`src/rtl/drc_pkg.sv`:
```
package drc_pkg;

    typedef enum logic [2:0] {
        ST_IDLE,
        ST_REQ,
        ST_ADDR,
        ST_DATA,
        ST_BACKOFF,
        ST_DONE,
        ST_FAIL
    } drc_st_e;

    localparam logic [1:0] ERR_NONE   = 2'b00;
    localparam logic [1:0] ERR_MASTER = 2'b01;
    localparam logic [1:0] ERR_TARGET = 2'b10;

endpackage

```
`src/rtl/drc_sat_counter.sv`:
```
module drc_sat_counter #(
    parameter int W = 16
) (
    input  logic         clk,
    input  logic         rst_n,
    input  logic         clr,
    input  logic         inc,
    output logic [W-1:0] count
);
    localparam logic [W-1:0] MAX = {W{1'b1}};

    typedef struct packed {
        logic [W-1:0] cnt;
    } ctr_t;

    ctr_t q, d;

    always_comb begin
        d = q;
        if (clr) begin
            d.cnt = '0;
        end else if (inc && (q.cnt != MAX)) begin
            d.cnt = q.cnt + 1'b1;
        end
    end

    always_ff @(posedge clk or negedge rst_n) begin
        if (!rst_n) q <= '0;
        else        q <= d;
    end

    assign count = q.cnt;


    sat_hold_chk: assert property (@(posedge clk) disable iff (!rst_n)
        (q.cnt == MAX && !clr) |=> (count == MAX));

endmodule

```
`src/rtl/drc_devsel_timer.sv`:
```
module drc_devsel_timer #(
    parameter int LIMIT = 5
) (
    input  logic clk,
    input  logic rst_n,
    input  logic start,
    input  logic run,
    input  logic devsel_n,
    output logic expire
);
    localparam int CW = $clog2(LIMIT + 1);
    localparam logic [CW-1:0] LAST = CW'(LIMIT - 1);

    typedef struct packed {
        logic [CW-1:0] cnt;
        logic          seen;
    } tmr_t;

    tmr_t q, d;

    always_comb begin
        d = q;
        if (start) begin
            d.cnt  = '0;
            d.seen = 1'b0;
        end else if (run) begin
            if (!devsel_n) d.seen = 1'b1;
            if (q.cnt != LAST) d.cnt = q.cnt + 1'b1;
        end
    end

    always_ff @(posedge clk or negedge rst_n) begin
        if (!rst_n) q <= '0;
        else        q <= d;
    end

    assign expire = run && devsel_n && !q.seen && (q.cnt == LAST);

endmodule

```
`src/rtl/drc_seq.sv`:
```
module drc_seq
    import drc_pkg::*;
(
    input  logic       clk,
    input  logic       rst_n,
    input  logic       req_valid,
    input  logic       at_head,
    input  logic       posted_pending,
    input  logic       cap_prefetch,
    input  logic       cbuf_afull,
    input  logic       bus_gnt_n,
    input  logic       trdy_n,
    input  logic       stop_n,
    input  logic       devsel_n,
    input  logic       abort_expire,
    output drc_st_e    st,
    output logic       last,
    output logic       cnt_clr,
    output logic       cnt_inc,
    output logic       xfer,
    output logic [1:0] err_code
);

    typedef struct packed {
        drc_st_e    st;
        logic       got;
        logic       last;
        logic [1:0] code;
    } seq_t;

    seq_t q, d;

    logic gate_ok;
    logic in_data;
    logic tgt_abort;
    logic tgt_stop;

    assign gate_ok   = req_valid && at_head && !posted_pending;
    assign in_data   = (q.st == ST_DATA);
    assign tgt_abort = in_data && !stop_n && devsel_n;
    assign tgt_stop  = !stop_n && !devsel_n;
    assign xfer      = in_data && !trdy_n && !devsel_n;

    always_comb begin
        d       = q;
        cnt_clr = 1'b0;
        cnt_inc = 1'b0;
        unique case (q.st)
            ST_IDLE: begin
                if (gate_ok) begin
                    d.st    = ST_REQ;
                    d.got   = 1'b0;
                    d.code  = ERR_NONE;
                    cnt_clr = 1'b1;
                end
            end
            ST_REQ: begin
                if (!req_valid) begin
                    d.st = ST_IDLE;
                end else if (!bus_gnt_n) begin
                    d.st   = ST_ADDR;
                    d.last = !cap_prefetch;
                end
            end
            ST_ADDR: begin
                d.st   = ST_DATA;
                d.last = q.last || cbuf_afull;
            end
            ST_DATA: begin
                d.last = q.last || cbuf_afull;
                if (tgt_abort) begin
                    d.st   = ST_FAIL;
                    d.code = ERR_TARGET;
                end else if (abort_expire) begin
                    d.st   = ST_FAIL;
                    d.code = ERR_MASTER;
                end else if (xfer) begin
                    d.got = 1'b1;
                    if (tgt_stop || q.last) d.st = ST_DONE;
                end else if (tgt_stop) begin
                    if (q.got) begin
                        d.st = ST_DONE;
                    end else begin
                        d.st    = ST_BACKOFF;
                        cnt_inc = 1'b1;
                    end
                end
            end
            ST_BACKOFF: begin
                if (!req_valid)  d.st = ST_IDLE;
                else if (gate_ok) d.st = ST_REQ;
            end
            ST_DONE, ST_FAIL: begin
                if (!req_valid) d.st = ST_IDLE;
            end
            default: d.st = ST_IDLE;
        endcase
    end

    always_ff @(posedge clk or negedge rst_n) begin
        if (!rst_n) begin
            q.st   <= ST_IDLE;
            q.got  <= 1'b0;
            q.last <= 1'b0;
            q.code <= ERR_NONE;
        end else begin
            q <= d;
        end
    end

    assign st       = q.st;
    assign last     = q.last;
    assign err_code = q.code;


    fail_has_code_chk: assert property (@(posedge clk) disable iff (!rst_n)
        (q.st == ST_FAIL) |-> (q.code != ERR_NONE));


    retry_only_before_data_chk: assert property (@(posedge clk) disable iff (!rst_n)
        cnt_inc |-> !q.got);

endmodule

```
`src/rtl/drc_bus_drive.sv`:
```
module drc_bus_drive
    import drc_pkg::*;
#(
    parameter int AD_W = 32,
    parameter int BE_W = AD_W / 8
) (
    input  drc_st_e         st,
    input  logic            last,
    input  logic [AD_W-1:0] cap_addr,
    input  logic [3:0]      cap_cmd,
    input  logic [BE_W-1:0] cap_be_n,
    input  logic            cap_prefetch,
    output logic            bus_req_n,
    output logic            frame_n,
    output logic            irdy_n,
    output logic            ad_oe,
    output logic [AD_W-1:0] ad_out,
    output logic [BE_W-1:0] cbe_n,
    output logic            done,
    output logic            err
);
    localparam int CMD_PAD = BE_W - 4;

    logic in_addr;
    logic in_data;

    assign in_addr = (st == ST_ADDR);
    assign in_data = (st == ST_DATA);

    always_comb begin
        bus_req_n = !(st == ST_REQ);
        frame_n   = !(in_addr || (in_data && !last));
        irdy_n    = !in_data;
        ad_oe     = in_addr;
        ad_out    = in_addr ? cap_addr : '0;
        done      = (st == ST_DONE);
        err       = (st == ST_FAIL);
        if (in_addr) begin
            cbe_n = {{CMD_PAD{1'b1}}, cap_cmd};
        end else if (in_data) begin
            cbe_n = cap_prefetch ? '0 : cap_be_n;
        end else begin
            cbe_n = '1;
        end
    end

endmodule

```
`src/rtl/drc_master.sv`:
```
module drc_master
    import drc_pkg::*;
#(
    parameter int AD_W       = 32,
    parameter int CNT_W      = 16,
    parameter int ABORT_CLKS = 5,
    localparam int BE_W      = AD_W / 8
) (
    input  logic             clk,
    input  logic             rst_n,
    input  logic             req_valid,
    input  logic             at_head,
    input  logic             posted_pending,
    input  logic [AD_W-1:0]  cap_addr,
    input  logic [3:0]       cap_cmd,
    input  logic [BE_W-1:0]  cap_be_n,
    input  logic             cap_prefetch,
    output logic             bus_req_n,
    input  logic             bus_gnt_n,
    output logic             frame_n,
    output logic             irdy_n,
    output logic [BE_W-1:0]  cbe_n,
    output logic [AD_W-1:0]  ad_out,
    output logic             ad_oe,
    input  logic [AD_W-1:0]  ad_in,
    input  logic             trdy_n,
    input  logic             stop_n,
    input  logic             devsel_n,
    output logic             cbuf_we,
    output logic [AD_W-1:0]  cbuf_wdata,
    input  logic             cbuf_afull,
    output logic             done,
    output logic             err,
    output logic [1:0]       err_code,
    output logic [CNT_W-1:0] retry_count
);

    drc_st_e st;
    logic    last;
    logic    cnt_clr;
    logic    cnt_inc;
    logic    xfer;
    logic    expire;

    drc_seq u_seq (
        .clk           (clk),
        .rst_n         (rst_n),
        .req_valid     (req_valid),
        .at_head       (at_head),
        .posted_pending(posted_pending),
        .cap_prefetch  (cap_prefetch),
        .cbuf_afull    (cbuf_afull),
        .bus_gnt_n     (bus_gnt_n),
        .trdy_n        (trdy_n),
        .stop_n        (stop_n),
        .devsel_n      (devsel_n),
        .abort_expire  (expire),
        .st            (st),
        .last          (last),
        .cnt_clr       (cnt_clr),
        .cnt_inc       (cnt_inc),
        .xfer          (xfer),
        .err_code      (err_code)
    );

    drc_devsel_timer #(.LIMIT(ABORT_CLKS)) u_tmr (
        .clk     (clk),
        .rst_n   (rst_n),
        .start   (st == ST_ADDR),
        .run     (st == ST_DATA),
        .devsel_n(devsel_n),
        .expire  (expire)
    );

    drc_sat_counter #(.W(CNT_W)) u_cnt (
        .clk  (clk),
        .rst_n(rst_n),
        .clr  (cnt_clr),
        .inc  (cnt_inc),
        .count(retry_count)
    );

    drc_bus_drive #(.AD_W(AD_W), .BE_W(BE_W)) u_drv (
        .st          (st),
        .last        (last),
        .cap_addr    (cap_addr),
        .cap_cmd     (cap_cmd),
        .cap_be_n    (cap_be_n),
        .cap_prefetch(cap_prefetch),
        .bus_req_n   (bus_req_n),
        .frame_n     (frame_n),
        .irdy_n      (irdy_n),
        .ad_oe       (ad_oe),
        .ad_out      (ad_out),
        .cbe_n       (cbe_n),
        .done        (done),
        .err         (err)
    );

    assign cbuf_we    = xfer;
    assign cbuf_wdata = ad_in;


    start_gated_chk: assert property (@(posedge clk) disable iff (!rst_n)
        $fell(bus_req_n) |-> $past(req_valid && at_head && !posted_pending));


    addr_after_grant_chk: assert property (@(posedge clk) disable iff (!rst_n)
        $fell(frame_n) |-> $past(!bus_gnt_n && !bus_req_n));


    addr_phase_exact_chk: assert property (@(posedge clk) disable iff (!rst_n)
        (ad_oe && !frame_n) |-> (ad_out == cap_addr && cbe_n[3:0] == cap_cmd && irdy_n));


    prefetch_lanes_chk: assert property (@(posedge clk) disable iff (!rst_n)
        (!irdy_n && cap_prefetch) |-> (cbe_n == '0));


    single_word_chk: assert property (@(posedge clk) disable iff (!rst_n)
        (cbuf_we && !cap_prefetch) |=> !cbuf_we);


    we_in_data_chk: assert property (@(posedge clk) disable iff (!rst_n)
        cbuf_we |-> (!irdy_n && !trdy_n && !devsel_n));


    quiet_when_done_chk: assert property (@(posedge clk) disable iff (!rst_n)
        done |-> (bus_req_n && frame_n && irdy_n && !cbuf_we));

endmodule

```
`config.mk`:
```
export PLATFORM = sky130hd
export DESIGN_NAME = drc_master
export DESIGN_NICKNAME = d
export VERILOG_FILES = /design/src/rtl/drc_pkg.sv /design/src/rtl/drc_sat_counter.sv /design/src/rtl/drc_devsel_timer.sv /design/src/rtl/drc_seq.sv /design/src/rtl/drc_bus_drive.sv /design/src/rtl/drc_master.sv
export SDC_FILE = /design/constraint.sdc
export NUM_CORES = 1
export LEC_CHECK = 0
export BUFFER_PORTS_ARGS = -buffer_cell sky130_fd_sc_hd__buf_4
export CAP_MARGIN = 5
export CORE_MARGIN = 8
export CORE_UTILIZATION = 36
export DETAILED_ROUTE_END_ITERATION = 12
export GPL_ROUTABILITY_DRIVEN = 0
export GPL_TIMING_DRIVEN = 0
export PLACE_DENSITY_LB_ADDON = 0.2
export SYNTH_ARGS = -nofsm -noshare
export SYNTH_HDL_FRONTEND = slang
export SYNTH_SLANG_ARGS = --single-unit
```
`constraint.sdc`:
```
create_clock -name clk -period 1.8 [get_ports clk]
set_input_delay 0.36 -clock clk [delete_from_list [all_inputs] [get_ports clk]]
set_output_delay 0.36 -clock clk [all_outputs]
set_load 0.005 [all_outputs]
```
Word level (Yosys, flattened, before mapping)

Index checks and enable logic that the tools add are counted.

Reduce and logical (&&, ||, !) cells: 39
Eq/ne operators: 22
Multiplexer cells: 42
Add/sub/neg operators: 2

Operators by type and width:

| kind                                                   | count |
|---|---|
| 2-to-1 mux 3 bit                                       | 11 |
| 2-to-1 mux 16 bit                                      | 2 |
| 2-to-1 mux 32 bit                                      | 1 |
| 2-to-1 mux 4 bit                                       | 6 |
| one-hot mux 3 bit (6 select lines)                     | 1 |
| adder 16 x 1 -> 16 bit (second input constant)         | 1 |
| inequality test 16 bit (second input constant)         | 1 |
| 2-to-1 mux 1 bit                                       | 15 |
| == test 3 bit (second input constant)                  | 4 |
| logical AND 1 bit                                      | 12 |
| inequality test 2 bit (second input constant)          | 6 |
| logical NOT 1 bit                                      | 10 |
| inequality test 5 bit (second input constant)          | 2 |
| nonzero test 2 bit                                     | 5 |
| inequality test 3 bit (second input constant)          | 3 |
| == test 3 x 2 -> 1 bit (second input constant)         | 2 |
| 2-to-1 mux 2 bit                                       | 3 |
| AND reduction 3 bit                                    | 2 |
| AND reduction 6 bit                                    | 1 |
| AND reduction 5 bit                                    | 1 |
| inequality test 2 x 1 -> 1 bit (second input constant) | 2 |
| one-hot mux 1 bit (2 select lines)                     | 2 |
| one-hot mux 2 bit (2 select lines)                     | 1 |
| AND reduction 2 bit                                    | 2 |
| 6 further kinds                                        | 9 |

Output and inout bits: 93
Register bits: 27
Input bits: 83

Longest topological paths before layout

Word-level depth: 10
Mapped depth: 7

Hierarchy

Synthesis repeated with hierarchy kept, for this count alone.

Cell total of the unflattened synthesis: 267
Area, all modules: 2308.5 um^2

By module, submodules not included:

| module           | cells each | times used | area an instance (um^2) | seq. area each (um^2) |
|---|---|---|---|---|
| drc_sat_counter  | 98         | 1          | 942.2                   | 400.4 |
| drc_seq          | 56         | 1          | 486.7                   | 175.2 |
| drc_bus_drive    | 56         | 1          | 374.1                   | 0.0 |
| drc_master       | 34         | 1          | 261.5                   | 0.0 |
| drc_devsel_timer | 23         | 1          | 244.0                   | 100.1 |

Least setup slack after synthesis

No wires, ideal clock.

Path type: flip-flop to flip-flop
From: register u_cnt.q, in the netlist u_cnt.count[0]
To: register u_cnt.q, in the netlist u_cnt.count[6]
Path buffers: 1
Period minus slack after synthesis: 1855 ps
Library setup time: 78 ps
Data arrival time: 1778 ps
Stages on the path, launching flop included: 7
Slack: -55 ps
Path through: dfrtp_1 -> ha_1 -> and4_1 -> and4_1 -> buf_2 -> or4_1 -> a21oi_1

Word-level cells in the longest chain between the ends: 3

Ends and longest elaborated chain:

| item                                                                    | line                                         | source |
|---|---|---|
| start: declaration                                                      | drc_sat_counter.sv:16                        | `ctr_t q, d;` |
| start signal: assignment                                                | drc_sat_counter.sv:28                        | `if (!rst_n) q <= '0;` |
| start signal: assignment                                                | drc_sat_counter.sv:29                        | `else q <= d;` |
| adder 16 x 1 -> 16 bit / inequality test 16 bit (equally long branches) | drc_sat_counter.sv:23, drc_sat_counter.sv:22 |  |
| 2-to-1 mux 16 bit / logical AND 1 bit (equally long branches)           | drc_sat_counter.sv:22                        | `end else if (inc && (q.cnt != MAX)) begin` |
| 2-to-1 mux 16 bit / nonzero test 2 bit (equally long branches)          | --                                           |  |

Several ways; a longest one is shown, not always the timed one. The select of a mux whose other input is x is not followed.
A chain may end at the register's enable or synchronous reset.

Worst setup path after layout

From: register, netlist name u_seq.st[2]
To: register u_cnt.q, in the netlist u_cnt.count[7]

Word-level cells in the longest chain between the ends: 9

Ends and longest elaborated chain:

| item                                                         | line                                           | source |
|---|---|---|
| == test 3 x 2 -> 1 bit                                       | drc_seq.sv:39, drc_seq.sv:48, drc_master.sv:70 |  |
| logical AND 1 bit, on equally long branches (2 in series)    | drc_seq.sv:42, drc_devsel_timer.sv:37          |  |
| 2-to-1 mux 1 bit / logical AND 1 bit (equally long branches) | drc_seq.sv:77, drc_devsel_timer.sv:37          |  |
| 2-to-1 mux 1 bit                                             | drc_seq.sv:74                                  | `end else if (abort_expire) begin` |
| 2-to-1 mux 1 bit                                             | drc_seq.sv:71                                  | `if (tgt_abort) begin` |
| 2-to-1 mux 1 bit                                             | drc_seq.sv:48                                  | `unique case (q.st)` |
| logical AND 1 bit                                            | drc_sat_counter.sv:22                          |  |
| nonzero test 2 bit (no source line)                          | --                                             |  |

Several ways; a longest one is shown, not always the timed one.

==> reports/metrics.cfg <==
[run_status]
violations = negative setup slack
run_status = finished, violations left

[grt]
grt_pass1_vias = 2543
grt_overflow = 0
grt_usage = 0.183
grt_first_pass_wirelength_um = 13200
antenna_found_initial = 0
grt_max_degree = 28

[finish]
drive_gt1_frac = 0.655
diodes = 0
regArea_sq_um = 681
nets = 527
multi_input_area_sq_mm = 0.00138
fillers = 465
area_growth_syn_to_layout_pct = 86.6

[clock_tree]
clk_pin_slew_worst_paths_ns = 0.10
tritoncts = yes
cts.sinks = 27
insertion_delay_ns = 0.28
cts_buffers = 3
cts-root-buf = clkbuf_8
clockBufferDepth = 2
ctsHtreeMaxLevel = 1

[synthesis]
synth-simple-area-share = 0.323
synth_compound_area_frac = 0.157
avgSynthCellArea_sq_um = 8.30
muxShareOfSynthArea = 0.0282
synth_top_family_by_area = simple AND/OR/NAND/NOR gates
synth_cells = 262
synth_top_area_share = 0.311
async_flop_share = 1.00
synth_cell_types = 42
ys_warn_count = 0
synth_flop_cell = dfrtp_1
synth_edf_count = 0
ys_ff_latch = 27
synth_area_leaders = dfrtp_1, buf_4, and3_1
syn_area_sq_mm = 0.00217
synth_xor_area_frac = 0
ys_seq_area_frac = 0.311
yosysTopAreaCell = dfrtp_1
syn_nets = 348
synth_fa_ha_area_frac = 0.0173

[power_and_ir_drop]
cellPowerDensity_mw_per_mm2 = 907
p_leak_nw = 2.06
total_power_mw = 3.68
peakVddDrop_mv = 0.490

[worst_setup_path]
cp-start-kind = flop
cp_common_cell = buf_6
r2r_slack_ns = -0.08
path_cells = and3b_1 -> buf_6 -> buf_4 -> nand4_4 -> buf_6 -> or4_4 -> a21oi_2
max_stage_delay_ns = 0.45
cp.arrival_ns = 2.09
required_ns = 2.02
end_kind = flop
crit_fanout = 5
crit_slowest_cell = dfrtp_2
worst-setup-path-type = reg -> reg

[timing]
fin_crit_ns = 1.88
fin_worst_skew_ns = 0.00549
max_freq_ghz = 0.533
relSlewSlack = 0.768
slew_violations = 0
setup_viol = 11
rsz0062_at_grt = true
worst_pin_slew_ns = 0.344
tns_ns = -0.307
setup_slack_ns = -0.0770
fin_crit_sh = 1.04
hold_viol = 0

[worst_hold_path]
hold_path_class = in -> reg

[floorplan]
ios = 176
core_area_sq_mm = 0.00589
die-area_sq_mm = 0.00878
fp-row-count = 28
fp.dieW_um = 93.7
start_util = 0.369
die_y_um = 93.7

[place]
port_buffers = 143
post-dp-hpwl_um = 6610

[drt]
routed_wl_um = 9240
wl_per_cell_um = 17.9
ant_nets = 0
drc = 0
drtIter0Drc = 120
viasPerCell = 5.24
num_vias = 2700
dr.pass1.iters = 4

[flow_run]
cap_violations = 0

## flip-flops by register name, indices dropped and copies added, names as in the netlist
signal and count:
u_cnt.count 16, u_seq.last 1, u_seq.st 3, u_seq.err_code 2
u_tmr.q 4, u_seq.q 1
## placed cells by master (no fill, tap or decap), types with 3 or more instances in the layout
| cell | netlist | layout |
|---|---|---|
| a221o_1 | 3 | 3 |
| nand3_1 | 7 | 7 |
| o31ai_1 | 9 | 6 |
| clkbuf_2 | 0 | 3 |
| and3_1 | 38 | 20 |
| inv_1 | 5 | 3 |
| or4_4 | 0 | 6 |
| nor2_1 | 10 | 9 |
| a21oi_2 | 0 | 9 |
| buf_6 | 2 | 30 |
| buf_4 | 34 | 182 |
| o21ai_0 | 8 | 7 |
| o31ai_2 | 0 | 3 |
| dfrtp_2 | 0 | 4 |
| o22ai_1 | 4 | 4 |
| dfrtp_1 | 27 | 23 |
| or3_4 | 0 | 3 |
| buf_8 | 0 | 4 |
| nand4_1 | 5 | 5 |
| nand2_1 | 16 | 15 |
| clkbuf_8 | 0 | 3 |
| nand2b_1 | 6 | 5 |
| mux2i_1 | 5 | 5 |
| and3_4 | 0 | 18 |
| a21oi_1 | 21 | 12 |
## power breakdown
part,switching (mW),total (mW),leakage [nW],internal [mW]
clock,0.203,0.362,0.0228,0.159
combinational,1.05,2.48,1.68,1.43
sequential,0.109,0.837,0.356,0.728
## cells in the mapped netlist (3+ instances only)
cell type / instances
a21oi_1: 21
a221o_1: 3
and2_1: 3
and3_1: 38
and4_1: 4
buf_2: 3
buf_4: 34
clkbuf_1: 11
dfrtp_1: 27
ha_1: 3
inv_1: 5
mux2i_1: 5
nand2_1: 16
nand2b_1: 6
nand3_1: 7
nand4_1: 5
nor2_1: 10
nor2b_1: 4
o21ai_0: 8
o22ai_1: 4
o31ai_1: 9
or3_1: 3
or4_1: 7
## final timing paths
kind,from,end,cells past startpoint
worst max-delay path,u_seq.st[2]$_DFFE_PN0P_,u_cnt.count[7]$_DFFE_PN0P_,7
min in group asynchronous,rst_n,u_cnt.count[12]$_DFFE_PN0P_,2
worst max register to register,u_seq.st[2]$_DFFE_PN0P_,u_cnt.count[7]$_DFFE_PN0P_,7
worst min register to register,u_tmr.q[0]$_DFFE_PN0P_,u_tmr.q[0]$_DFFE_PN0P_,2
max in group asynchronous,rst_n,u_seq.st[1]$_DFFE_PN0P_,2
worst min-delay path,cap_prefetch,u_seq.last$_DFFE_PN0P_,2
## kinds of logic (layout without fill, tap and decap cells)
family	count (synthesis)	after routing
and+or+nand+nor	116	116
buffers and inverters	56	234
AOI/OAI and AO/OA	54	54
DFF	27	27
muxes	6	6
adders and majority gates	3	3
## per-stage QoR
| step | std cells | hold slack, ns | setup WS [ns] | instance area (sq um) | util |
|---|---|---|---|---|---|
| after global placement | 480 | 0.297 | -0.220 | 3350 | 0.569 |
| after floorplan | 262 | 0.0644 | 0.0154 | 2180 | - |
| after detailed placement | 480 | 0.293 | -0.234 | 3350 | 0.569 |
| after CTS | 498 | 0.265 | -0.00836 | 3630 | 0.618 |
| after global routing | 515 | 0.289 | -0.160 | 4060 | 0.689 |
| final | 515 | 0.286 | -0.0770 | 4060 | 0.689 |
## metal layers
metal  track usage  part of all wire  vias to the layer above
li1              -                 -                     1281
met1         0.211              0.38                     1284
met2         0.325              0.52                      119
met3        0.0424             0.082                       16
met4        0.0542             0.022                        0
met5             0                 0                        -
## worst max-delay path, delay by kind of cell, from the launching register on
kind,cells,cell delay (ns)
and+or+nand+nor,3,0.78
DFF,1,0.45
buffers and inverters,3,0.43
AOI/OAI and AO/OA,1,0.16
## cell type report
class,instances,area share
well taps,75,0.0231
inverters,5,0.00586
flip-flops and latches,27,0.168
multi-input cells,179,0.339
clock buffers,4,0.0111
plain buffers,49,0.0984
repair buffers,176,0.355
## timing repair
action | 4_1_cts | 5_1_grt
setup buffers | 15 | 16
endpoints found under the hold margin | 27 | 0
cloned | 0 | 1
endpoints found under the setup margin | 55 | 58
hold buffers | 1 | 0
gates resized for setup | 40 | 82
pin swaps | 5 | 32
Note: power is estimated with default switching activity, not from simulation.
